<file path="src/rtl/ipi_tmr_pkg.sv">
package ipi_tmr_pkg;
   typedef enum logic [1:0] {
      SEL_IPI_REQ = 2'd0,
      SEL_IPI_CLR = 2'd1,
      SEL_TMR_CLR = 2'd2,
      SEL_MISC    = 2'd3
   } reg_sel_e;
endpackage

</file>
<file path="src/rtl/ipi_tmr_decode.sv">
module ipi_tmr_decode #(
   parameter int MAX_CPUS     = 4,
   parameter int ACTIVE_CPUS  = 4,
   parameter int DATA_W       = 32,
   parameter int TCLR_LSB     = 4,
   parameter int NXM_BIT      = 28
) (
   input  logic                wr_en,
   input  logic [1:0]          wr_sel,
   input  logic [DATA_W-1:0]   wr_data,
   output logic [MAX_CPUS-1:0] ipi_set,
   output logic [MAX_CPUS-1:0] ipi_clr,
   output logic [MAX_CPUS-1:0] tmr_clr,
   output logic                bad_write,
   output logic                nxm_hit
);
   import ipi_tmr_pkg::*;

   logic [MAX_CPUS-1:0] act;
   for (genvar i = 0; i < MAX_CPUS; i++) begin : g_act
      assign act[i] = (i < ACTIVE_CPUS);
   end

   logic [MAX_CPUS-1:0] low_mask, misc_mask;
   logic                misc_nxm;
   reg_sel_e            sel;

   assign sel       = reg_sel_e'(wr_sel);
   assign low_mask  = wr_data[MAX_CPUS-1:0];
   assign misc_mask = wr_data[TCLR_LSB +: MAX_CPUS];
   assign misc_nxm  = wr_data[NXM_BIT];

   always_comb begin
      ipi_set   = '0;
      ipi_clr   = '0;
      tmr_clr   = '0;
      bad_write = 1'b0;
      nxm_hit   = 1'b0;
      if (wr_en) begin
         unique case (sel)
            SEL_IPI_REQ: begin
               ipi_set   = low_mask & act;
               bad_write = (low_mask == '0);
            end
            SEL_IPI_CLR: begin
               ipi_clr   = low_mask & act;
               bad_write = (low_mask == '0);
            end
            SEL_TMR_CLR: begin
               tmr_clr   = low_mask & act;
               bad_write = (low_mask == '0);
            end
            SEL_MISC: begin
               tmr_clr   = misc_mask & act;
               nxm_hit   = misc_nxm;
               bad_write = (misc_mask == '0) && !misc_nxm;
            end
         endcase
      end
   end
endmodule

</file>
<file path="src/rtl/ipi_bank.sv">
module ipi_bank #(
   parameter int MAX_CPUS    = 4,
   parameter int ACTIVE_CPUS = 4
) (
   input  logic                clk,
   input  logic                rst_n,
   input  logic [MAX_CPUS-1:0] set_m,
   input  logic [MAX_CPUS-1:0] clr_m,
   output logic [MAX_CPUS-1:0] pend,
   output logic                redundant
);
   for (genvar i = 0; i < MAX_CPUS; i++) begin : g_bit
      if (i < ACTIVE_CPUS) begin : g_live
         always_ff @(posedge clk) begin
            if (!rst_n)        pend[i] <= 1'b0;
            else if (set_m[i]) pend[i] <= 1'b1;
            else if (clr_m[i]) pend[i] <= 1'b0;
         end
      end else begin : g_dead
         assign pend[i] = 1'b0;
      end
   end

   assign redundant = |(set_m & pend) | |(clr_m & ~pend);

   a_r1_req_sets: assert property (@(posedge clk) disable iff (!rst_n)
      (|set_m) |=> ((pend & $past(set_m)) == $past(set_m)));
   a_r2_dup_no_change: assert property (@(posedge clk) disable iff (!rst_n)
      ((set_m & ~pend) == '0 && clr_m == '0) |=> $stable(pend));
   a_r3_clr_drops: assert property (@(posedge clk) disable iff (!rst_n)
      (|clr_m) |=> ((pend & $past(clr_m)) == '0));
endmodule

</file>
<file path="src/rtl/tmr_bank.sv">
module tmr_bank #(
   parameter int MAX_CPUS    = 4,
   parameter int ACTIVE_CPUS = 4
) (
   input  logic                clk,
   input  logic                rst_n,
   input  logic                tick,
   input  logic [MAX_CPUS-1:0] clr_m,
   output logic [MAX_CPUS-1:0] pend
);
   for (genvar i = 0; i < MAX_CPUS; i++) begin : g_bit
      if (i < ACTIVE_CPUS) begin : g_live
         always_ff @(posedge clk) begin
            if (!rst_n)        pend[i] <= 1'b0;
            else if (tick)     pend[i] <= 1'b1;
            else if (clr_m[i]) pend[i] <= 1'b0;
         end
      end else begin : g_dead
         assign pend[i] = 1'b0;
      end
   end

   a_r7_tick_fills: assert property (@(posedge clk) disable iff (!rst_n)
      tick |=> ($countones(pend) == ACTIVE_CPUS));
   a_r5_clr_drops: assert property (@(posedge clk) disable iff (!rst_n)
      (!tick && |clr_m) |=> ((pend & $past(clr_m)) == '0));
endmodule

</file>
<file path="src/rtl/ipi_tmr_irq.sv">
module ipi_tmr_irq #(
   parameter int MAX_CPUS    = 4,
   parameter int ACTIVE_CPUS = 4,
   parameter int DATA_W      = 32,
   parameter int TCLR_LSB    = 4,
   parameter int NXM_BIT     = 28
) (
   input  logic                clk,
   input  logic                rst_n,
   input  logic                wr_en,
   input  logic [1:0]          wr_sel,
   input  logic [DATA_W-1:0]   wr_data,
   input  logic                tick_i,
   output logic [MAX_CPUS-1:0] ipi_irq_o,
   output logic [MAX_CPUS-1:0] tmr_irq_o,
   output logic                warn_o,
   output logic                err_o,
   output logic                nxm_ack_o
);
   localparam int TCLR_MSB = TCLR_LSB + MAX_CPUS - 1;

   if (ACTIVE_CPUS < 1 || ACTIVE_CPUS > MAX_CPUS) begin : g_bad_active
      initial $fatal(1, "ACTIVE_CPUS must be within 1..MAX_CPUS");
   end
   if (TCLR_MSB >= DATA_W || NXM_BIT >= DATA_W || MAX_CPUS > TCLR_LSB) begin : g_bad_fields
      initial $fatal(1, "register fields do not fit DATA_W or overlap");
   end

   logic [MAX_CPUS-1:0] ipi_set, ipi_clr, tmr_clr;
   logic                bad_write, nxm_hit, redundant;

   ipi_tmr_decode #(
      .MAX_CPUS(MAX_CPUS), .ACTIVE_CPUS(ACTIVE_CPUS), .DATA_W(DATA_W),
      .TCLR_LSB(TCLR_LSB), .NXM_BIT(NXM_BIT)
   ) u_dec (
      .wr_en(wr_en), .wr_sel(wr_sel), .wr_data(wr_data),
      .ipi_set(ipi_set), .ipi_clr(ipi_clr), .tmr_clr(tmr_clr),
      .bad_write(bad_write), .nxm_hit(nxm_hit)
   );

   ipi_bank #(.MAX_CPUS(MAX_CPUS), .ACTIVE_CPUS(ACTIVE_CPUS)) u_ipi (
      .clk(clk), .rst_n(rst_n), .set_m(ipi_set), .clr_m(ipi_clr),
      .pend(ipi_irq_o), .redundant(redundant)
   );

   tmr_bank #(.MAX_CPUS(MAX_CPUS), .ACTIVE_CPUS(ACTIVE_CPUS)) u_tmr (
      .clk(clk), .rst_n(rst_n), .tick(tick_i), .clr_m(tmr_clr),
      .pend(tmr_irq_o)
   );

   always_ff @(posedge clk) begin
      if (!rst_n) begin
         warn_o    <= 1'b0;
         err_o     <= 1'b0;
         nxm_ack_o <= 1'b0;
      end else begin
         warn_o    <= redundant;
         err_o     <= bad_write;
         nxm_ack_o <= nxm_hit;
      end
   end

   a_r6_zero_freezes: assert property (@(posedge clk) disable iff (!rst_n)
      (wr_en && wr_sel != 2'd3 && wr_data[MAX_CPUS-1:0] == '0 && !tick_i)
      |=> (err_o && $stable(ipi_irq_o) && $stable(tmr_irq_o)));
   a_r10_idle_cpus_quiet: assert property (@(posedge clk) disable iff (!rst_n)
      ((ipi_irq_o | tmr_irq_o) >> ACTIVE_CPUS) == '0);
   a_r9_misc_unsupported: assert property (@(posedge clk) disable iff (!rst_n)
      (wr_en && wr_sel == 2'd3 && wr_data[TCLR_MSB:TCLR_LSB] == '0 && !wr_data[NXM_BIT])
      |=> (err_o && !nxm_ack_o));
endmodule

</file>
<file path="config.mk">
export PLATFORM = sky130hd
export DESIGN_NAME = ipi_tmr_irq
export DESIGN_NICKNAME = d
export VERILOG_FILES = /design/src/rtl/ipi_tmr_pkg.sv /design/src/rtl/ipi_tmr_decode.sv /design/src/rtl/ipi_bank.sv /design/src/rtl/tmr_bank.sv /design/src/rtl/ipi_tmr_irq.sv
export SDC_FILE = /design/constraint.sdc
export NUM_CORES = 1
export LEC_CHECK = 0
export CORE_MARGIN = 4
export CORE_UTILIZATION = 25
export CTS_CLUSTER_DIAMETER = 80
export CTS_CLUSTER_SIZE = 24
export DETAILED_ROUTE_END_ITERATION = 7
export GPL_ROUTABILITY_DRIVEN = 0
export PLACE_DENSITY = 0.79
export SLEW_MARGIN = 20
export SYNTH_ARGS = -nofsm -noshare
export SYNTH_HDL_FRONTEND = slang
export SYNTH_SLANG_ARGS = --single-unit
</file>
<file path="constraint.sdc">
create_clock -name clk -period 0.9 [get_ports clk]
set_input_delay 0.18 -clock clk [delete_from_list [all_inputs] [get_ports clk]]
set_output_delay 0.18 -clock clk [all_outputs]
set_load 0.02 [all_outputs]
</file>
==> impl_metrics.yaml, run 1 <==
layout:
  final_nets: 136
  finalNonFillerCells: 122
  drive_above_1_share_pct: 51.55
  final_util_pct: 54.57
  n_antenna_cell: 0
  syn2layout_area_growth_pct: 98.01
floorplan:
  die_h_um: 52.80
  core_area_mm2: 0.001821
  die-area_mm2: 0.002788
  start_util_pct: 27.56
  top_level_ports: 49
  std_cell_rows: 15
  die_w_um: 52.80
power_and_ir_drop:
  p_per_area_mw_per_mm2: 1232
  p_leak_nw: 0.4433
  irDropWorstVdd_uv: 801.8
routing:
  drt_iter0_markers: 7
  postRouteAntennaNets: 0
  drt-vias-per-instance: 4.738
  num_vias: 578
  dr.pass1.iters: 3
  wirelength_mm: 1.626
  drc: 0
  detail_route.wl_per_cell_um: 13.33
setup_path:
  max_stage_delay_ns: 0.33
  path_cells: "buf_4 > xor2_1 > nand3_1 > a41oi_2"
  start_kind: "register"
  crit_path_start: "u_ipi.pend[2]"
  worstPathRequired_ns: 1.10
  cp-end-kind: "register"
  crit_fanout: 2
  slowest_stage: "dfxtp_2"
  crit_type: "reg2reg"
  r2r-start: "u_ipi.pend[2]"
  critPathArrivalTime_ns: 1.14
synthesis:
  synth_seq_cells: 11
  synth_cell_types: 18
  syn-num-nets: 94
  netlist_area_um2: 501.7
  synth_cells: 56
  synth.avg_cell_area_um2: 8.959
  ys_seq_area_share_pct: 43.89
  yosysWarningCount: 0
timing:
  worst_clock_skew_ns: 0.002174
  layout_min_cycle_time_ns: 0.9379
  finalHoldViolations: 0
  max_freq_mhz: 1066
  fin_ws_ns: -0.03789
  fin_crit_sh_pct: 104.2
  setup_viol: 8
  report.final.slew_viol_count: 0
  rsz0062_at_grt: "true"
  worst_pin_slew_ns: 0.2077
  maxSlewHeadroom_pct: 86.06
clock_network:
  cts.clk_slew.worst_paths_ns: 0.06
  hold_buffers: 0
  cts_root_buffer: "clkbuf_4"
  clkLatencyLatePin_ns: 0.28
  numCtsBuffers: 3
  cts_tree: "done"
  clock_sinks: 11
  cts_buffer_depth: 2
  h-tree-depth: 1
hold_path:
  hold_path.class: "in2reg"
  worstHoldStart: "wr_data[2]"
outcome:
  failed_checks: "setup timing"
  status: "finished with violations"
place:
  portBuffers: 25
  dpl_worst_slack_ns: -0.5147
  placedCellCount: 117
  dp_hpwl_mm: 1.099
global_routing:
  track_usage_pct: 12.10
  grt_pass1_wl_mm: 2.373
  grt_max_degree: 9
  gr-total-overflow: 0
  antenna_found_initial: 0
  grt_pass1_vias: 539
run:
  drv_cap: 0
## critical path, delay by kind of cell, from the launching register on
kind            cells  cell delay [ns]
simple gates        1             0.09
compound gates      1             0.19
flops               1             0.33
buf+inv             1             0.11
xor+xnor            1             0.14
## cells by family after synthesis
| group | after synthesis | synth area share, % |
|---|---|---|
| flip-flops | 11 | 43.89 |
| AND/OR/NAND/NOR | 13 | 12.47 |
| XOR/XNOR | 4 | 6.982 |
| AO/OA/AOI/OAI | 19 | 23.19 |
| multiplexers | 4 | 7.980 |
| buffers and inverters | 5 | 5.483 |
## Yosys cell counts, drive strengths merged
master	number	area, um2
mux2i	4	40.04
buf	3	20.01
nand2	3	11.26
a311oi	4	35.03
clkinv	1	3.750
dfxtp	11	220.2
a21oi	9	45.04
or4	1	7.510
nor2	2	7.510
nand3	5	25.02
nor3	1	5.000
a41oi	1	8.760
xor2	4	35.03
o21ai	4	20.02
nor2b	1	6.260
inv	1	3.750
a211oi	1	7.510
## report_power, final
group          internal [mW]  leakage, nW  switching, mW
Combinational          0.185        0.334          0.160
Clock                  0.172       0.0150          0.170
Sequential             0.519       0.0941         0.0173
## stage by stage
step | TNS (ns) | hold WS, ns | power (mW) | instance area [um2]
after CTS | -0.1466 | 0.2059 | 1.213 | 952.2
final | -0.08388 | 0.1999 | 1.224 | 993.5
after detailed placement | -6.610 | 0.4694 | 0.8479 | 872.1
after global placement | -6.434 | 0.4683 | 0.8439 | 872.1
after global routing | -0.4291 | 0.1950 | 1.287 | 993.5
after floorplan | -0.04748 | 0.2822 | 0.6670 | 511.7
## per-layer routing
metal | wire (um) | vias to the layer above | GRT usage (%)
met5 | 0 | - | 0
met4 | 20 | 0 | 6.809
met3 | 134 | 5 | 7.123
met2 | 858 | 18 | 17.56
met1 | 612 | 266 | 13.54
li1 | - | 289 | -
## placed cells by master (no fill, tap or decap), drive strengths merged
cell and n:
buf 27, dfxtp 11, a21oi 9, dlygate4sd2 5, nand3 5, mux2i 4
clkdlybuf4s50 4, a311oi 4, clkbuf 4, xor2 4, o21ai 4, nand2 3
nor2 2, dlymetal6s2s 2, clkdlybuf4s15 2, nor2b 1, clkinv 1, a41oi 1
inv 1, or4 1, nor3 1, a211oi 1
## what timing repair did
action | CTS | global route
cloned | 1 | 0
pin swaps | 12 | 6
setup buffers | 0 | 0
endpoints found under the setup margin | 21 | 13
gates resized for setup | 97 | 10
## worst paths after layout
| path | end | slack [ns] | cells past startpoint |
|---|---|---|---|
| max | warn_o | -0.04 | 4 |
| min | err_o | 0.20 | 3 |
| max reg2reg | warn_o | -0.04 | 4 |
| min reg2reg | u_tmr.pend[2] | 0.48 | 2 |
## registers in the layout (all words and copies together) (netlist names)
name,count
u_tmr.pend,4
u_ipi.pend,4
warn_o,1
err_o,1
nxm_ack_o,1
## final cells by class
cell class | instances | area [um2]
flip-flops and latches | 11 | 232.7
fillers | 171 | 827.0
multi-input cells | 40 | 309.0
inverters | 2 | 8.758
clock buffers | 4 | 26.28
well taps | 25 | 31.28
repair buffers | 40 | 385.4
(Power assumes the default switching activity.)
==> run 2, diff against run 1 <==
--- a/constraint.sdc
+++ b/constraint.sdc
@@ -3,2 +3,2 @@
 set_output_delay 0.18 -clock clk [all_outputs]
-set_load 0.02 [all_outputs]
+set_load 0.1 [all_outputs]
==> run 2 against run 1 <==
The run still ends with setup timing left. Sequential power about the same. Critical path depth is 2 lower. Count of clock-buffer cells in the layout stayed put. Fmax fell by 12%.
==> impl_metrics.yaml, run 2 (synthesis gave the netlist of run 1 again) <==
setup_path:
  path_cells: "buf_6 > buf_12"
  start_kind: "register"
  max_stage_delay_ns: 0.35
  cp-end-kind: "output port"
  critPathArrivalTime_ns: 0.88
  crit_family: "flip-flops"
  path_buf_inv: 2
  reg2regPathDepth: 4
  crit_cells: 2
  crit_fanout: 2
  crit_type: "reg2out"
  slowest_stage: "dfxtp_4"
  worstPathRequired_ns: 0.72
power_and_ir_drop:
  irDropWorstVdd_uv: 664.2
  power_mw: 1.456
  p_switching_mw: 0.5252
  p_clk_share_pct: 23.8
  p_per_area_mw_per_mm2: 1296
  p_int_mw: 0.9311
  switching_share_pct: 36.07
  p_leak_nw: 0.4925
  seq_power_share_pct: 36.6
  combPwrFrac_pct: 39.5
routing:
  num_vias: 611
  drc: 0
  detail_route.wl_per_cell_um: 13.67
  drt-vias-per-instance: 4.927
  dr.pass1.iters: 4
  postRouteAntennaNets: 0
  drt_iter0_markers: 5
  wirelength_mm: 1.695
layout:
  reg_top3: "u_ipi.pend x4, u_tmr.pend x4"
  ff_latch_area_um2: 254.0
  drive_above_1_share_pct: 56.57
  final_util_pct: 61.72
  mostFrequentLayoutCells: "12 x buf_12, 12 x buf_4, 8 x a21oi_1, 8 x dfxtp_4, 5 x nand3_1"
  fill_cells: 152
  n_antenna_cell: 0
  final_nets: 138
  syn2layout_area_growth_pct: 123.9
  stdcell_area_mm2: 0.001124
  finalNonFillerCells: 124
  multi_input_area_um2: 301.5
floorplan:
  core_area_mm2: 0.001821
  die_w_um: 52.80
  die-area_mm2: 0.002788
  start_util_pct: 27.56
  die_h_um: 52.80
  std_cell_rows: 15
  top_level_ports: 49
timing:
  rsz0062_at_grt: "true"
  worst_pin_slew_ns: 0.2280
  fin_setup_tns_ns: -1.052
  fin_ws_ns: -0.1637
  finalHoldViolations: 0
  fin_crit_sh_pct: 118.2
  maxSlewHeadroom_pct: 84.69
  worst_clock_skew_ns: 0.00009348
  report.final.slew_viol_count: 0
  layout_min_cycle_time_ns: 1.064
  max_freq_mhz: 940.2
  setup_viol: 12
hold_path:
  holdPathStages: 3
  hold_path.class: "in2reg"
global_routing:
  track_usage_pct: 13.58
  antenna_found_initial: 0
  gr-total-overflow: 0
  grt_pass1_wl_mm: 2.711
  grt_max_degree: 10
  grt_pass1_vias: 587
outcome:
  status: "finished with violations"
  failed_checks: "setup timing"
clock_network:
  h-tree-depth: 1
  clock_sinks: 11
  cts_tree: "done"
  numCtsBuffers: 3
  cts.clk_slew.worst_paths_ns: 0.08
  clkLatencyLatePin_ns: 0.27
  cts_buffer_depth: 2
  cts_root_buffer: "clkbuf_4"
  hold_buffers: 0
place:
  dp_hpwl_mm: 1.124
  placedCellCount: 114
  place_area_mm2: 0.001005
  portBuffers: 25
run:
  drv_cap: 0
run 2: cell count changes in the layout (fill, tap and decap cells not counted), sizes merged:
cell | before | now
clkbuf | 4 | 8
dlygate4sd2 | 5 | 2
clkdlybuf4s15 | 2 | 0
buf | 27 | 28
bufbuf | 0 | 1
nor2b | 1 | 2
run 2: area by class of cell:
| class | count | share of cell area (%) |
|---|---|---|
| multi-input cells | 41 | 26.84 |
| clock buffers | 4 | 2.339 |
| repair buffers | 41 | 44.32 |
| flip-flops and latches | 11 | 22.61 |
| well taps | 25 | 2.784 |
| inverters | 2 | 1.114 |
run 2: worst min-delay path, stage by stage:
cell and delay, ns:
buf_2 0.09, or4_4 0.11, a211oi_2 0.05
run 2: worst paths after layout:
check / from / end / slack (ns)
setup / recovery: u_ipi.pend[2] / ipi_irq_o[2] / -0.16
hold / removal: wr_data[2] / err_o / 0.20
hold reg to reg: u_tmr.pend[0] / u_tmr.pend[0] / 0.51
setup reg to reg: u_ipi.pend[0] / warn_o / -0.07
run 2: per-layer routing:
metal  vias up  global-route usage, %  part of all wire [%]
li1        296                      -                     -
met1       289                  17.49                    43
met2        24                  20.25                    50
met3         2                  3.704                   6.1
met4         0                  7.234                  0.88
met5         -                      0                     0
run 2: per-stage QoR:
stage / hold slack (ns) / setup WS (ns)
floorplan: 0.2791 / -0.1363
global placement: 0.5057 / -0.5125
detailed placement: 0.5041 / -0.5845
CTS: 0.2110 / -0.1679
global route: 0.2160 / -0.1954
finish: 0.2043 / -0.1637
run 2: power groups by stage:
stage / clock network, mW / logic, mW / registers [mW]
4_1_cts: 0.348 / 0.571 / 0.534
6_report: 0.347 / 0.576 / 0.534
3_5_place_dp: 0 / 0.531 / 0.545
3_3_place_gp: 0 / 0.526 / 0.545
5_1_grt: 0.379 / 0.601 / 0.538
2_1_floorplan: 0 / 0.0928 / 0.732
run 2: what timing repair did:
action                                  in CTS  in global routing
buffers inserted                             4                  1
gates resized for setup                     26                 10
endpoints found under the setup margin      21                 18
cloned                                       2                  0
pin swaps                                    9                  4
